`src/rtl/clkbank_pkg.sv`:
```
package clkbank_pkg;

    localparam logic [7:0] IDX_LOCK  = 8'h08;
    localparam logic [7:0] IDX_CTL   = 8'h0D;
    localparam logic [7:0] IDX_MEM_N = 8'h10;
    localparam logic [7:0] IDX_MEM_M = 8'h11;
    localparam logic [7:0] IDX_PIX_N = 8'h12;
    localparam logic [7:0] IDX_PIX_M = 8'h13;
    localparam logic [7:0] IDX_TRIG  = 8'h15;
    localparam int         TRIG_BIT  = 5;
    localparam int         DIV_W     = 7;

    typedef struct packed {
        logic idx;
        logic misc;
        logic lock;
        logic ctl;
        logic mem_n;
        logic mem_m;
        logic pix_n;
        logic pix_m;
        logic trig;
    } wsel_t;

endpackage

```
`src/rtl/clkbank_decode.sv`:
```
module clkbank_decode
    import clkbank_pkg::*;
#(
    parameter int                ADDR_W       = 10,
    parameter logic [ADDR_W-1:0] IDX_PORT     = 'h3C4,
    parameter logic [ADDR_W-1:0] DATA_PORT    = 'h3C5,
    parameter logic [ADDR_W-1:0] MISC_WR_PORT = 'h3C2
) (
    input  logic              clk,
    input  logic              rst,
    input  logic              wr,
    input  logic [ADDR_W-1:0] addr,
    input  logic [7:0]        idx,
    input  logic              unlocked,
    output wsel_t             wsel
);

    logic data_wr;

    always_comb begin
        wsel     = '0;
        data_wr  = wr && (addr == DATA_PORT);
        wsel.idx  = wr && (addr == IDX_PORT);
        wsel.misc = wr && (addr == MISC_WR_PORT);
        wsel.lock = data_wr && (idx == IDX_LOCK);
        if (data_wr && unlocked) begin
            case (idx)
                IDX_CTL:   wsel.ctl   = 1'b1;
                IDX_MEM_N: wsel.mem_n = 1'b1;
                IDX_MEM_M: wsel.mem_m = 1'b1;
                IDX_PIX_N: wsel.pix_n = 1'b1;
                IDX_PIX_M: wsel.pix_m = 1'b1;
                IDX_TRIG:  wsel.trig  = 1'b1;
                default:   ;
            endcase
        end
    end

    // at most one register is targeted by a single bus write
    a_r2_single_target: assert property (@(posedge clk) disable iff (rst)
        $onehot0(wsel));

    // no extended register strobe while the bank is locked
    a_r4_locked_no_strobe: assert property (@(posedge clk) disable iff (rst)
        !unlocked |-> !(wsel.ctl || wsel.mem_n || wsel.mem_m ||
                        wsel.pix_n || wsel.pix_m || wsel.trig));

endmodule

```
`src/rtl/clkbank_divider.sv`:
```
module clkbank_divider
    import clkbank_pkg::*;
#(
    parameter bit               STAGED = 1'b1,
    parameter logic [DIV_W-1:0] N_RST  = 7'h42,
    parameter logic [DIV_W-1:0] M_RST  = 7'h3D
) (
    input  logic             clk,
    input  logic             rst,
    input  logic             wr_n,
    input  logic             wr_m,
    input  logic [DIV_W-1:0] wdata,
    input  logic             apply,
    output logic [DIV_W-1:0] pend_n,
    output logic [DIV_W-1:0] pend_m,
    output logic [DIV_W-1:0] act_n,
    output logic [DIV_W-1:0] act_m
);

    typedef struct packed {
        logic [DIV_W-1:0] pn;
        logic [DIV_W-1:0] pm;
        logic [DIV_W-1:0] an;
        logic [DIV_W-1:0] am;
    } div_t;

    div_t st_d, st_q;

    always_comb begin
        st_d = st_q;
        if (wr_n) st_d.pn = wdata;
        if (wr_m) st_d.pm = wdata;
        if (!STAGED) begin
            st_d.an = st_d.pn;
            st_d.am = st_d.pm;
        end else if (apply) begin
            st_d.an = st_q.pn;
            st_d.am = st_q.pm;
        end
    end

    always_ff @(posedge clk) begin
        if (rst) st_q <= '{pn: N_RST, pm: M_RST, an: N_RST, am: M_RST};
        else     st_q <= st_d;
    end

    assign pend_n = st_q.pn;
    assign pend_m = st_q.pm;
    assign act_n  = st_q.an;
    assign act_m  = st_q.am;

    generate
        if (STAGED) begin : g_staged
            // the trigger copies the pending set into the active set
            a_r7_apply_copies: assert property (@(posedge clk) disable iff (rst)
                apply |=> (act_n == $past(pend_n)) && (act_m == $past(pend_m)));
            // without a trigger the active set holds
            a_r6_active_holds: assert property (@(posedge clk) disable iff (rst)
                !apply |=> $stable(act_n) && $stable(act_m));
        end
    endgenerate

endmodule

```
`src/rtl/clkbank_regs.sv`:
```
module clkbank_regs
    import clkbank_pkg::*;
#(
    parameter int                ADDR_W       = 10,
    parameter logic [ADDR_W-1:0] IDX_PORT     = 'h3C4,
    parameter logic [ADDR_W-1:0] DATA_PORT    = 'h3C5,
    parameter logic [ADDR_W-1:0] MISC_WR_PORT = 'h3C2,
    parameter logic [ADDR_W-1:0] MISC_RD_PORT = 'h3CC,
    parameter logic [7:0]        UNLOCK_KEY   = 8'h06,
    parameter logic [6:0]        PIX_N_RST    = 7'h42,
    parameter logic [6:0]        PIX_M_RST    = 7'h3D,
    parameter logic [6:0]        MEM_N_RST    = 7'h22,
    parameter logic [6:0]        MEM_M_RST    = 7'h3A,
    parameter logic [7:0]        CTL_RST      = 8'h01
) (
    input  logic              clk,
    input  logic              rst,
    input  logic              bus_wr,
    input  logic [ADDR_W-1:0] bus_addr,
    input  logic [7:0]        bus_wdata,
    output logic [7:0]        bus_rdata,
    output logic [1:0]        clk_sel,
    output logic              pll_selected,
    output logic              drive_en,
    output logic [4:0]        pix_n1,
    output logic [1:0]        pix_n2,
    output logic [6:0]        pix_m,
    output logic [4:0]        mem_n1,
    output logic [1:0]        mem_n2,
    output logic [6:0]        mem_m
);

    typedef struct packed {
        logic [7:0] idx;
        logic [7:0] misc;
        logic [7:0] lock;
        logic [7:0] ctl;
        logic [7:0] trig;
    } bank_t;

    bank_t st_d, st_q;
    wsel_t wsel;
    logic  unlocked;
    logic  apply;
    logic [DIV_W-1:0] pix_pn, pix_pm, pix_an, pix_am;
    logic [DIV_W-1:0] mem_pn, mem_pm, mem_an, mem_am;

    assign unlocked = (st_q.lock == UNLOCK_KEY);

    clkbank_decode #(
        .ADDR_W(ADDR_W), .IDX_PORT(IDX_PORT), .DATA_PORT(DATA_PORT),
        .MISC_WR_PORT(MISC_WR_PORT)
    ) u_decode (
        .clk(clk), .rst(rst), .wr(bus_wr), .addr(bus_addr),
        .idx(st_q.idx), .unlocked(unlocked), .wsel(wsel)
    );

    // trigger completes when a set bit 5 is written back to 0
    assign apply = wsel.trig && st_q.trig[TRIG_BIT] && !bus_wdata[TRIG_BIT];

    clkbank_divider #(.STAGED(1'b1), .N_RST(PIX_N_RST), .M_RST(PIX_M_RST)) u_pix (
        .clk(clk), .rst(rst), .wr_n(wsel.pix_n), .wr_m(wsel.pix_m),
        .wdata(bus_wdata[DIV_W-1:0]), .apply(apply),
        .pend_n(pix_pn), .pend_m(pix_pm), .act_n(pix_an), .act_m(pix_am)
    );

    clkbank_divider #(.STAGED(1'b0), .N_RST(MEM_N_RST), .M_RST(MEM_M_RST)) u_mem (
        .clk(clk), .rst(rst), .wr_n(wsel.mem_n), .wr_m(wsel.mem_m),
        .wdata(bus_wdata[DIV_W-1:0]), .apply(1'b0),
        .pend_n(mem_pn), .pend_m(mem_pm), .act_n(mem_an), .act_m(mem_am)
    );

    always_comb begin
        st_d = st_q;
        if (wsel.idx)  st_d.idx  = bus_wdata;
        if (wsel.misc) st_d.misc = bus_wdata;
        if (wsel.lock) st_d.lock = bus_wdata;
        if (wsel.ctl)  st_d.ctl  = bus_wdata;
        if (wsel.trig) st_d.trig = bus_wdata;
    end

    always_ff @(posedge clk) begin
        if (rst) st_q <= '{idx: 8'h00, misc: 8'h00, lock: 8'h00, ctl: CTL_RST, trig: 8'h00};
        else     st_q <= st_d;
    end

    always_comb begin
        bus_rdata = 8'h00;
        if (bus_addr == IDX_PORT) begin
            bus_rdata = st_q.idx;
        end else if (bus_addr == MISC_RD_PORT) begin
            bus_rdata = st_q.misc;
        end else if (bus_addr == DATA_PORT) begin
            if (st_q.idx == IDX_LOCK) begin
                bus_rdata = st_q.lock;
            end else if (unlocked) begin
                case (st_q.idx)
                    IDX_CTL:   bus_rdata = st_q.ctl;
                    IDX_MEM_N: bus_rdata = {1'b0, mem_pn};
                    IDX_MEM_M: bus_rdata = {1'b0, mem_pm};
                    IDX_PIX_N: bus_rdata = {1'b0, pix_pn};
                    IDX_PIX_M: bus_rdata = {1'b0, pix_pm};
                    IDX_TRIG:  bus_rdata = st_q.trig;
                    default:   bus_rdata = 8'h00;
                endcase
            end
        end
    end

    assign clk_sel      = st_q.misc[3:2];
    assign pll_selected = (st_q.misc[3:2] == 2'b11);
    assign drive_en     = !st_q.ctl[0];
    assign pix_n1       = pix_an[4:0];
    assign pix_n2       = pix_an[6:5];
    assign pix_m        = pix_am;
    assign mem_n1       = mem_an[4:0];
    assign mem_n2       = mem_an[6:5];
    assign mem_m        = mem_am;

    // locked data writes leave every divider register untouched
    a_r4_locked_ignored: assert property (@(posedge clk) disable iff (rst)
        (bus_wr && bus_addr == DATA_PORT && !unlocked && st_q.idx != IDX_LOCK)
        |=> $stable(pix_pn) && $stable(pix_pm) && $stable(mem_pn) && $stable(mem_pm));

    // the clock select moves only after a miscellaneous write
    a_r9_sel_hold: assert property (@(posedge clk) disable iff (rst)
        !(bus_wr && bus_addr == MISC_WR_PORT) |=> $stable(clk_sel));

endmodule

```
`config.mk`:
```
export PLATFORM = sky130hd
export DESIGN_NAME = clkbank_regs
export DESIGN_NICKNAME = d
export VERILOG_FILES = /design/src/rtl/clkbank_pkg.sv /design/src/rtl/clkbank_decode.sv /design/src/rtl/clkbank_divider.sv /design/src/rtl/clkbank_regs.sv
export SDC_FILE = /design/constraint.sdc
export NUM_CORES = 1
export LEC_CHECK = 0
export CORE_MARGIN = 2
export CORE_UTILIZATION = 55
export DETAILED_ROUTE_END_ITERATION = 8
export DONT_BUFFER_PORTS = 1
export GPL_TIMING_DRIVEN = 0
export PLACE_DENSITY = 0.66
export SLEW_MARGIN = 40
export SYNTH_ARGS = -nofsm -noshare
export SYNTH_HDL_FRONTEND = slang
export SYNTH_SLANG_ARGS = --single-unit
```
`constraint.sdc`:
```
create_clock -name clk -period 2.6 [get_ports clk]
set_clock_uncertainty 0.15 [all_clocks]
set_input_delay 0.26 -clock clk [delete_from_list [all_inputs] [get_ports clk]]
set_output_delay 0.26 -clock clk [all_outputs]
set_load 0.02 [all_outputs]
```
Yosys cells after proc, flatten, opt, wreduce, memory -nomap -nowiden. Cells that the tools add are included. Widths: inputs -> output; s select.

Output and inout bits: 40. Logic and storage cells: 47. Bits of input ports: 21. Bits in registers: 82.

Muxes and demuxes: 14. Reductions and logical operators: 9. Equality and inequality tests: 13.

Operators by type and width (number): $pmux 8 s6 (1); $eq 10x10->1 const B (4); $eq 8x5->1 const B (5); $mux 8 (5); $eq 8x4->1 const B (2); $eq 8x3->1 const B (1); $logic_and 1x1->1 (7); $mux 7 (1); $mux 1 (6); $mux 6 (1); $eq 2x2->1 const B (1); $logic_not 1->1 (2).

Depth between registers and ports, before layout. Gate-level depths: netlist (run 1).

Word-level depth: 7. Gate-level depth with buffers: 8. Gate-level depth less buffers: 5.

By module. A second synthesis (run 1) with hierarchy kept.

Cells, all modules: 431. Area, all modules: 4090.2 µm².

Modules (own cells, without submodules): clkbank_regs (area each 2215.9 µm², instances 1, seq. area each 800.8 µm², cells each 257); clkbank_divider (u_pix) (area each 1039.7 µm², instances 1, seq. area each 560.5 µm², cells each 91); clkbank_divider (u_mem) (area each 624.3 µm², instances 1, seq. area each 280.3 µm², cells each 59); clkbank_decode (area each 210.2 µm², instances 1, seq. area each 0.0 µm², cells each 24).

Least setup slack after synthesis (run 1). No wires, ideal clock.

Path kind: register to output. Start point: register st_q[37] (netlist bit). End point: output port bus_rdata[3]. Path buffers: 2. Data required time: 2190 ps. Arrival: 2083 ps. Slack: 107 ps. Stages on the path, launching flop included: 7. Cells stage by stage: dfxtp_1 > nor3_2 > buf_2 > and3_1 > clkbuf_1 > a211oi_1 > o41ai_1.

Cells in the longest elaborated chain, start to end: 7. Elaborated cells between the ends (all ways): 13. Those cells by class: eq/ne: 7; mux: 6.

RTL lines: from (decl) (RTL line clkbank_regs.sv:41) `bank_t st_d, st_q;`; from (signal assigned) (RTL line clkbank_regs.sv:83) `if (rst) st_q <= '{idx: 8'h00, misc: 8'h00, lock: 8'h00, ctl: CTL_RST, trig: 8'h00};`; from (signal assigned) (RTL line clkbank_regs.sv:84) `else st_q <= st_d;`; $eq 8x5->1 or $eq 8x4->1 (tied branches) (RTL line clkbank_regs.sv:97) `case (st_q.idx)`; $pmux 8 s6 (RTL line clkbank_regs.sv:97); $mux 8 (RTL line clkbank_regs.sv:96) `end else if (unlocked) begin`; $mux 8 * (RTL line clkbank_regs.sv:94) `if (st_q.idx == IDX_LOCK) begin`; $mux 8 * (RTL line clkbank_regs.sv:93) `end else if (bus_addr == DATA_PORT) begin`; $mux 8 * (RTL line clkbank_regs.sv:91) `end else if (bus_addr == MISC_RD_PORT) begin`; $mux 8 * (RTL line clkbank_regs.sv:89) `if (bus_addr == IDX_PORT) begin`; to (decl) (RTL line clkbank_regs.sv:21) `output logic [7:0] bus_rdata,`.

Mark *: on every way between the ends. The rest lies on a longest branch, timed or not.

Worst setup path after layout (run 1).
Start point: register st_q[32] (netlist bit). End point: output port bus_rdata[1].

The elaborated chain is that of the path after synthesis.

==> summary.md, run 1 <==
| Metric | Value |
|---|---|
| Outcome | `complete, no violations` |
| TritonCTS clock tree | `done` |
| Dpl hpwl | `7630 um` |
| Met2 wire length | `5100 um` |
| Synthesis-to-finish area growth | `15.6%` |
| Max Used Layer | `met4` |
| Non-Filler Instances | `539` |
| Global-route wire length before repair | `16300 um` |
| Post-route cell area | `0.00465 mm^2` |
| Global-route usage over all layers | `28.0%` |
| Wirelength per Cell | `20.4 um` |
| DRT iter0 DRCs | `257` |
| Final Cycle Share | `98.6%` |
| WP data arrival | `2150 ps` |
| Max VDD drop | `0.375 mV` |
| Sequential power share | `54.9%` |
| CP max FO | `5` |
| Synthesized area | `0.00403 mm^2` |
| Worst-Skew Late Latency | `360 ps` |
| Wire length on met1 | `4710 um` |
| DRC viols | `0` |
| CTS sink count | `82` |
| Via count | `3222` |
| Ys async rst share | `0%` |
| Share of the yosys chip area belonging to registers | `40.8%` |
| Hold path cells | `3` |
| Largest net degree at the start of global routing | `16` |
| Leak pwr | `1.56 nW` |
| R2r setup slk | `160 ps` |
| CP Capture Type | `output pin` |
| FMAX | `0.390 GHz` |
| WS Path Type | `reg2out` |
| Clk root buf | `clkbuf_8` |
| Die area | `0.00802 mm^2` |
| FF-to-FF path depth | `6` |
| # setup viols final | `0` |
| Drt pass-1 iters | `5` |
| CTS buffer count | `9` |
| GP Congestion | `0.911` |
| Initial core utilization | `56.1%` |
| Yosys reg bits | `82` |
| Post-synthesis cell count | `412` |
| Setup crit start kind | `register` |
| Synthesized net count | `433` |
| Max Root-Sink Buffers | `2` |
| Synth top area share | `40.8%` |
| Comb power frac | `3.8%` |
| Share of cells above drive strength 1 | `20.5%` |
| Count leader, synth | `dfxtp_1` |
| Post-Place Cells | `511` |
| Main synth FF type | `dfxtp_1` |
| Placed cell area | `0.00416 mm^2` |
| Routed WL | `11000 um` |
| Final Hold Viols | `0` |
| Max-slew violations | `0` |
| # rows | `31` |
| Sw Ratio | `24.5%` |
| Clock share of power | `41.3%` |
| Inserted Diodes | `0` |
| Yosys warns | `0` |
| Grt ovf | `0` |
| Post-synth top cells | `dfxtp_1 (82), mux2i_1 (71), nor2_1 (69)` |
| Slew @ Worst Pin | `816 ps` |
| Vias/cell | `5.98` |
| Number of global-route vias before repair | `2979` |
| I/O pins | `61` |
| Max Cap Viol | `0` |
| Worst hold path endpoint | `clk_sel[0]` |
| Die height | `89.5 um` |
| Avg Cell Area, Syn | `9.77 um^2` |
| Wire length on met3 | `788 um` |
| R2R Path End | `st_q[12]` |
| Post-synth EDFFs | `0` |
| Core Area | `0.00718 mm^2` |
| Hold crit path type | `in2reg` |
| Reg2Reg Launch Point | `st_q[20]` |
| Ranking of synthesized cells by area | `dfxtp_1 (41%), mux2i_1 (18%), nor2_1 (6.4%)` |
| IO Port Bufs | `0` |
| Final net count | `456` |
| Initial antenna violation count | `0` |
| Chip Width | `89.5 um` |
| Synth cell types | `48` |
| Hold Crit Start | `bus_addr[2]` |
| WP data required | `2190 ps` |
| Antenna Violating Nets Remaining | `0` |
| P_sw | `0.560 mW` |
| Max_slew headroom | `45.2%` |
| CTS HTree Levels | `3` |
| Internal Dissipation | `1.72 mW` |
| Area leader, netlist | `dfxtp_1` |
| CTS clk-pin slew, worst paths | `90 ps` |
| Tmin final | `2560 ps` |
| Power per cell area | `490 mW/mm^2` |
[placed cells by master, fill, tap and decap left out, drive strengths merged, types with 3 or more instances in the layout]
cell type,instances
a211o,15
a21oi,4
a221oi,3
a22oi,7
a311oi,3
a31oi,3
buf,28
clkbuf,25
dfxtp,82
inv,8
mux2i,71
mux4,4
nand2,15
nand2b,7
nand3,8
nand4,5
nor2,69
nor2b,20
nor3,11
nor4,6
o21ai,13
[routing by layer]
layer  global-route usage (%)  vias to the layer above
li1                         -                     1510
met1                     35.5                     1543
met2                     45.5                      142
met3                     5.54                       27
met4                     13.6                        0
met5                        0                        -
[registers in the layout, summed over array words and instances (netlist names)]
| name | count |
|---|---|
| st_q | 38 |
| u_mem.act_n | 7 |
| u_mem.pend_m | 7 |
| u_pix.act_m | 7 |
| u_pix.act_n | 7 |
| u_pix.pend_m | 7 |
| u_pix.pend_n | 7 |
| clk_sel | 2 |
[worst max-delay path by stage]
stage	from	to	slack [ps]	cells past startpoint
after floorplan	st_q[37]	bus_rdata[3]	110	6
after global placement	st_q[32]	bus_rdata[3]	-330	7
after detailed placement	st_q[37]	bus_rdata[5]	-130	7
after CTS	st_q[32]	bus_rdata[5]	0.9	6
after global routing	st_q[36]	u_pix.act_n[3]	-4	9
final	st_q[32]	bus_rdata[1]	40	6
[stage by stage]
step	setup WS, ps	setup TNS, ps	power [mW]	hold WS [ps]	util [%]
2_1_floorplan	107	0	1.34	257	-
3_3_place_gp	-329	-746	1.36	262	57.8
3_5_place_dp	-128	-485	1.37	272	57.9
4_1_cts	0.863	0	2.29	33.9	62.9
5_1_grt	-3.54	-4.29	2.35	49.7	64.9
6_report	37.1	0	2.28	36.8	64.9
[what timing repair did]
action	4_1_cts	5_1_grt
pin swaps	5	11
buffers inserted	1	9
hold buffers	1	0
cloned	0	1
gates resized for setup	34	16
endpoints found under the hold margin	5	0
endpoints found under the setup margin	8	9
[area by class of cell]
type	count	area, um^2
timing repair buffer	13	118
buffer	32	193
inverter	6	22.5
tap	99	124
fill	613	2520
clock inverter	7	76.3
clock buffer	9	124
sequential	82	1650
multi-input combinational	291	2350
[worst max-delay path, cell delays in order, from the launching register on]
cell	delay, ps
dfxtp_4	390
buf_8	130
mux4_2	500
nand3_1	90
o21ai_0	110
a221oi_2	380
o21ai_2	180
[power by group through the flow]
stage                     sequential, mW  clock [mW]  combinational (mW)
after floorplan                     1.28           0              0.0539
after global placement              1.28           0              0.0800
after detailed placement            1.28           0              0.0810
after CTS                           1.25       0.953              0.0856
after global routing                1.25        1.01              0.0917
final                               1.25       0.943              0.0866
[logic make-up after synthesis]
kind of cell           synth area share [%]
AOI/OAI and AO/OA                      10.4
buffers and inverters                  4.48
DFF                                    40.8
muxes                                  20.5
and+or+nand+nor                        23.9
No activity file was read; power rests on OpenSTA's default activity.
==> inputs of run 2 (changes only) <==
--- a/config.mk
+++ b/config.mk
@@ -6,11 +6,11 @@
 export NUM_CORES = 1
 export LEC_CHECK = 0
 export CORE_MARGIN = 2
-export CORE_UTILIZATION = 55
+export CORE_UTILIZATION = 45
 export DETAILED_ROUTE_END_ITERATION = 8
 export DONT_BUFFER_PORTS = 1
 export GPL_TIMING_DRIVEN = 0
-export PLACE_DENSITY = 0.66
+export PLACE_DENSITY = 0.56
 export SLEW_MARGIN = 40
 export SYNTH_ARGS = -nofsm -noshare
 export SYNTH_HDL_FRONTEND = slang
==> summary.md, run 2 (synthesis results as in run 1) <==
| Metric | Value |
|---|---|
| Final Cycle Share | `97.1%` |
| Leak pwr | `1.57 nW` |
| Antenna Violating Nets Remaining | `0` |
| DRT iter0 DRCs | `182` |
| Max Cap Viol | `0` |
| Tmin final | `2520 ps` |
| Chip Width | `98.6 um` |
| Max VDD drop | `0.311 mV` |
| Wirelength per Cell | `20.3 um` |
| GP Congestion | `0.887` |
| Worst-Skew Late Latency | `360 ps` |
| Comb power frac | `3.6%` |
| Initial antenna violation count | `0` |
| Max_slew headroom | `46.5%` |
| Share of cells above drive strength 1 | `19.6%` |
| Final net count | `455` |
| Most common cell after layout, fill and taps aside | `dfxtp_1` |
| CP max FO | `3` |
| # rows | `34` |
| I/O pins | `61` |
| Post-route cell area | `0.00466 mm^2` |
| Sequential power share | `50.7%` |
| WP data required | `2190 ps` |
| Clock share of power | `45.7%` |
| Hold crit path type | `in2reg` |
| WP data arrival | `2110 ps` |
| Most frequent cells in the layout | `dfxtp_1 (78), mux2i_1 (71), nor2_1 (68)` |
| Final Hold Viols | `0` |
| Synthesis-to-finish area growth | `15.9%` |
| CTS buffer count | `9` |
| P_sw | `0.562 mW` |
| Seq. cell area | `0.00165 mm^2` |
| Max-slew violations | `0` |
| CTS HTree Levels | `3` |
| Initial core utilization | `46.4%` |
| Largest Register | `st_q` |
| IO Port Bufs | `0` |
| Drt pass-1 iters | `5` |
| Placed cell area | `0.00417 mm^2` |
| # setup viols final | `0` |
| Inserted Diodes | `0` |
| Slew @ Worst Pin | `797 ps` |
| Multi-input logic area | `0.00234 mm^2` |
| Global-route wire length before repair | `17400 um` |
| Routed WL | `11100 um` |
| TritonCTS clock tree | `done` |
| Die area | `0.00972 mm^2` |
| Vias/cell | `5.69` |
| CTS clk-pin slew, worst paths | `90 ps` |
| WS Path Type | `reg2out` |
| RSZ-0062 raised after global routing | `no` |
| Max reg flops | `38` |
| Max Root-Sink Buffers | `2` |
| CP Capture Type | `output pin` |
| Power per cell area | `531 mW/mm^2` |
| FMAX | `0.396 GHz` |
| Sw Ratio | `22.7%` |
| Largest net degree at the start of global routing | `15` |
| Setup crit start kind | `register` |
| Outcome | `complete, no violations` |
| Die height | `98.6 um` |
| Dpl hpwl | `7810 um` |
| Global-route usage over all layers | `23.2%` |
| Fillers | `832` |
| Via count | `3105` |
| Clk root buf | `clkbuf_8` |
| Core Area | `0.00868 mm^2` |
| Internal Dissipation | `1.91 mW` |
| DRC viols | `0` |
| Number of global-route vias before repair | `3049` |
| CTS sink count | `82` |
| Grt ovf | `0` |
| Final Util | `53.7%` |
run 2: final timing paths:
check,start,cells after the start,slack [ps],endpoint
max,st_q[20],5,80,bus_rdata[6]
min,bus_addr[2],3,40,clk_sel[0]
max reg2reg,st_q[20],9,160,u_pix.act_m[6]
min reg2reg,u_pix.pend_n[1],1,340,u_pix.act_n[1]
run 2: area by class of cell:
cell class | count | share of cell area [%]
plain buffers | 32 | 4.08
clock buffers | 9 | 2.66
clock inverters | 6 | 2.41
inverters | 6 | 0.483
multi-input cells | 291 | 50.2
flip-flops and latches | 82 | 35.3
well taps | 108 | 2.90
repair buffers | 12 | 1.99
run 2: worst max-delay path: stages (launching register included):
cell and delay [ps]:
dfxtp_2 350, nor4_4 330, buf_4 180, nand4_4 120, or2_2 360, a311oi_4 420
run 2: timing repair:
action | 4_1_cts | 5_1_grt
endpoints found under the setup margin | 8 | 8
setup buffers | 0 | 11
pin swaps | 8 | 7
hold buffers | 1 | 0
resized for setup | 37 | 11
hold endpoints to repair | 5 | 0
run 2: power by group through the flow:
stage / clock [mW] / combinational [mW] / sequential [mW]
final: 1.13 / 0.0885 / 1.25
after detailed placement: 0 / 0.0834 / 1.28
after floorplan: 0 / 0.0539 / 1.28
after CTS: 1.14 / 0.0880 / 1.25
after global routing: 1.21 / 0.0950 / 1.26
after global placement: 0 / 0.0833 / 1.28
run 2: metal layers:
metal  GRT usage (%)  share of wire [%]  routed length [um]
met1            31.6                 45                5010
met2            37.0                 46                5130
met3            5.25                7.0                 778
met4            6.95                1.6                 182
met5               0                  0                   0
run 2: stage by stage:
step	worst slack [ps]	setup TNS, ps	hold slack (ps)	cells	power (mW)
floorplan	107	0	257	412	1.34
global placement	-385	-934	262	520	1.37
detailed placement	-171	-731	269	520	1.37
CTS	-3.27	-3.27	32.9	535	2.49
global route	1.02	0	34.2	546	2.56
finish	75.4	0	42.7	546	2.47
==> inputs of run 3 (changes only) <==
==> constraint.sdc (replaced) <==
create_clock -name clk -period 2.6 [get_ports clk]
set_clock_uncertainty 0.15 [all_clocks]
set_input_delay 0.26 -clock clk [delete_from_list [all_inputs] [get_ports clk]]
set_output_delay 0.26 -clock clk [all_outputs]
set_load 0.005 [all_outputs]
==> summary.md, run 3 (synthesis results as in run 1) <==
| Metric | Value |
|---|---|
| Number of global-route vias before repair | `3054` |
| Drt pass-1 iters | `5` |
| Post-route cell area | `0.00451 mm^2` |
| Max_slew headroom | `46.4%` |
| DRC viols | `0` |
| Most frequent cells in the layout | `dfxtp_1 (81), mux2i_1 (71), nor2_1 (68)` |
| Routing usage on met2 | `36.3%` |
| FMAX | `0.394 GHz` |
| CTS HTree Levels | `3` |
| Final Util | `52.0%` |
| Final Hold Viols | `0` |
| Most used routing layer in global routing | `met2` |
| CTS buffer count | `9` |
| DRT iter0 DRCs | `184` |
| Synthesis-to-finish area growth | `12.1%` |
| Initial antenna violation count | `0` |
| Clk root buf | `clkbuf_8` |
| Reg2Reg Launch Point | `st_q[20]` |
| Most common cell after layout, fill and taps aside | `dfxtp_1` |
| Grt ovf | `0` |
| TritonCTS clock tree | `done` |
| Slew @ Worst Pin | `798 ps` |
| # setup viols final | `0` |
| Vias/cell | `5.81` |
| Max-slew violations | `0` |
| WS Path Type | `reg2out` |
| Most used cell, CP | `a211oi_1` |
| RSZ-0062 raised after global routing | `yes` |
| Non-Filler Instances | `538` |
| Seq. cell area | `0.00164 mm^2` |
| Grt met3 use | `5.53%` |
| IO Port Bufs | `0` |
| Critical Path Slowest Stage Cell | `o41ai_2` |
| Post-Place Cells | `520` |
| Max Cap Viol | `0` |
| Final Cycle Share | `97.6%` |
| Hold crit path type | `in2reg` |
| CP top delay family | `compound AO/OA/AOI/OAI gates` |
| Leak pwr | `1.47 nW` |
| Setup TNS | `0 ps` |
| Share of cells above drive strength 1 | `16.3%` |
| CTS sink count | `82` |
| Total Power | `2.46 mW` |
| CTS clk-pin slew, worst paths | `90 ps` |
| I/O pins | `61` |
| # rows | `34` |
| Core Area | `0.00868 mm^2` |
| Critical path, cell by cell | `buf_8, clkbuf_4, a31oi_1, o21a_1, a211oi_1, a211oi_1, o41ai_2` |
| Fillers | `849` |
| Via count | `3126` |
| Dpl hpwl | `7810 um` |
| Setup crit start kind | `register` |
| Global-route usage over all layers | `23.1%` |
| Power per cell area | `546 mW/mm^2` |
| Die area | `0.00972 mm^2` |
| Inserted Diodes | `0` |
| Routed WL | `11100 um` |
| Max reg flops | `38` |
| Worst setup startpoint | `st_q[32]` |
| Max VDD drop | `0.312 mV` |
| Chip Width | `98.6 um` |
| Tmin final | `2540 ps` |
| Final net count | `447` |
| Met1 Track Usage GR | `31.5%` |
| WP data arrival | `2130 ps` |
| Crit-path max cell delay | `420 ps` |
| Worst-Skew Late Latency | `360 ps` |
| Antenna Violating Nets Remaining | `0` |
| Max Root-Sink Buffers | `2` |
| Hold Crit Start | `bus_addr[2]` |
| Placed cell area | `0.00416 mm^2` |
| CP max FO | `10` |
| Wirelength per Cell | `20.5 um` |
| Outcome | `complete, no violations` |
| CP Capture Type | `output pin` |
| WP data required | `2190 ps` |
| Die height | `98.6 um` |
| Multi-input logic area | `0.00226 mm^2` |
| GP Congestion | `0.887` |
| Initial core utilization | `46.4%` |
| Largest net degree at the start of global routing | `15` |
| Global-route wire length before repair | `17300 um` |
| Largest Register | `st_q` |
| CP Buf/Inv Count | `2` |
==> run 3: changes by cell type in the layout (fill, tap and decap cells not counted), moves of 3 or more <==
cell	previous run	this run
dfxtp_1	78	81
buf_2	5	2
dfxtp_2	4	1
clkbuf_2	0	3
o21ai_2	4	1
buf_4	13	7
==> run 3: final cells by class <==
| class | instances | share of cell area (%) |
|---|---|---|
| sequential | 82 | 36.4 |
| clock buffer | 9 | 2.74 |
| multi-input combinational | 291 | 50.2 |
| clock inverter | 6 | 2.50 |
| tap | 108 | 2.99 |
| buffer | 32 | 3.96 |
| timing repair buffer | 4 | 0.721 |
| inverter | 6 | 0.499 |
==> run 3: through the flow <==
step	setup slack, ps	hold WS [ps]
finish	63.1	43.8
CTS	12.6	32.9
global route	-15.5	34.1
global placement	18.2	262
detailed placement	-21.2	269
floorplan	524	257
==> run 3: layer usage <==
metal  part of all wire [%]  wire length, um
met5                      0                0
met2                     46             5120
met4                    1.7              193
met3                    5.8              638
met1                     46             5100
==> run 3: path summary, 6_finish.rpt <==
| path | to | slack, ps | cells after the start |
|---|---|---|---|
| max | bus_rdata[3] | 60 | 7 |
| min | clk_sel[0] | 40 | 3 |
| max reg2reg | u_mem.act_n[1] | 190 | 5 |
| min reg2reg | u_pix.act_m[4] | 350 | 1 |
==> run 3: report_power, final <==
part,total (mW),internal [mW],switching (mW)
Sequential,1.25,1.25,0.0000781
Combinational,0.0865,0.0190,0.0675
Clock,1.12,0.638,0.486
Total,2.46,1.91,0.553
==> run 3: repair_timing <==
action | in CTS | in global routing
endpoints found under the setup margin | 7 | 7
buffers inserted | 0 | 3
hold endpoints to repair | 5 | 0
resized for setup | 18 | 8
hold buffers | 1 | 0
pin swaps | 2 | 2
==> run 3: worst reg2reg max path: cells and delay by family, from the launching register on <==
family / cells / cell delay [ps]
AO/OA/AOI/OAI: 1 / 280
AND/OR/NAND/NOR: 4 / 1530
flip-flops: 1 / 360
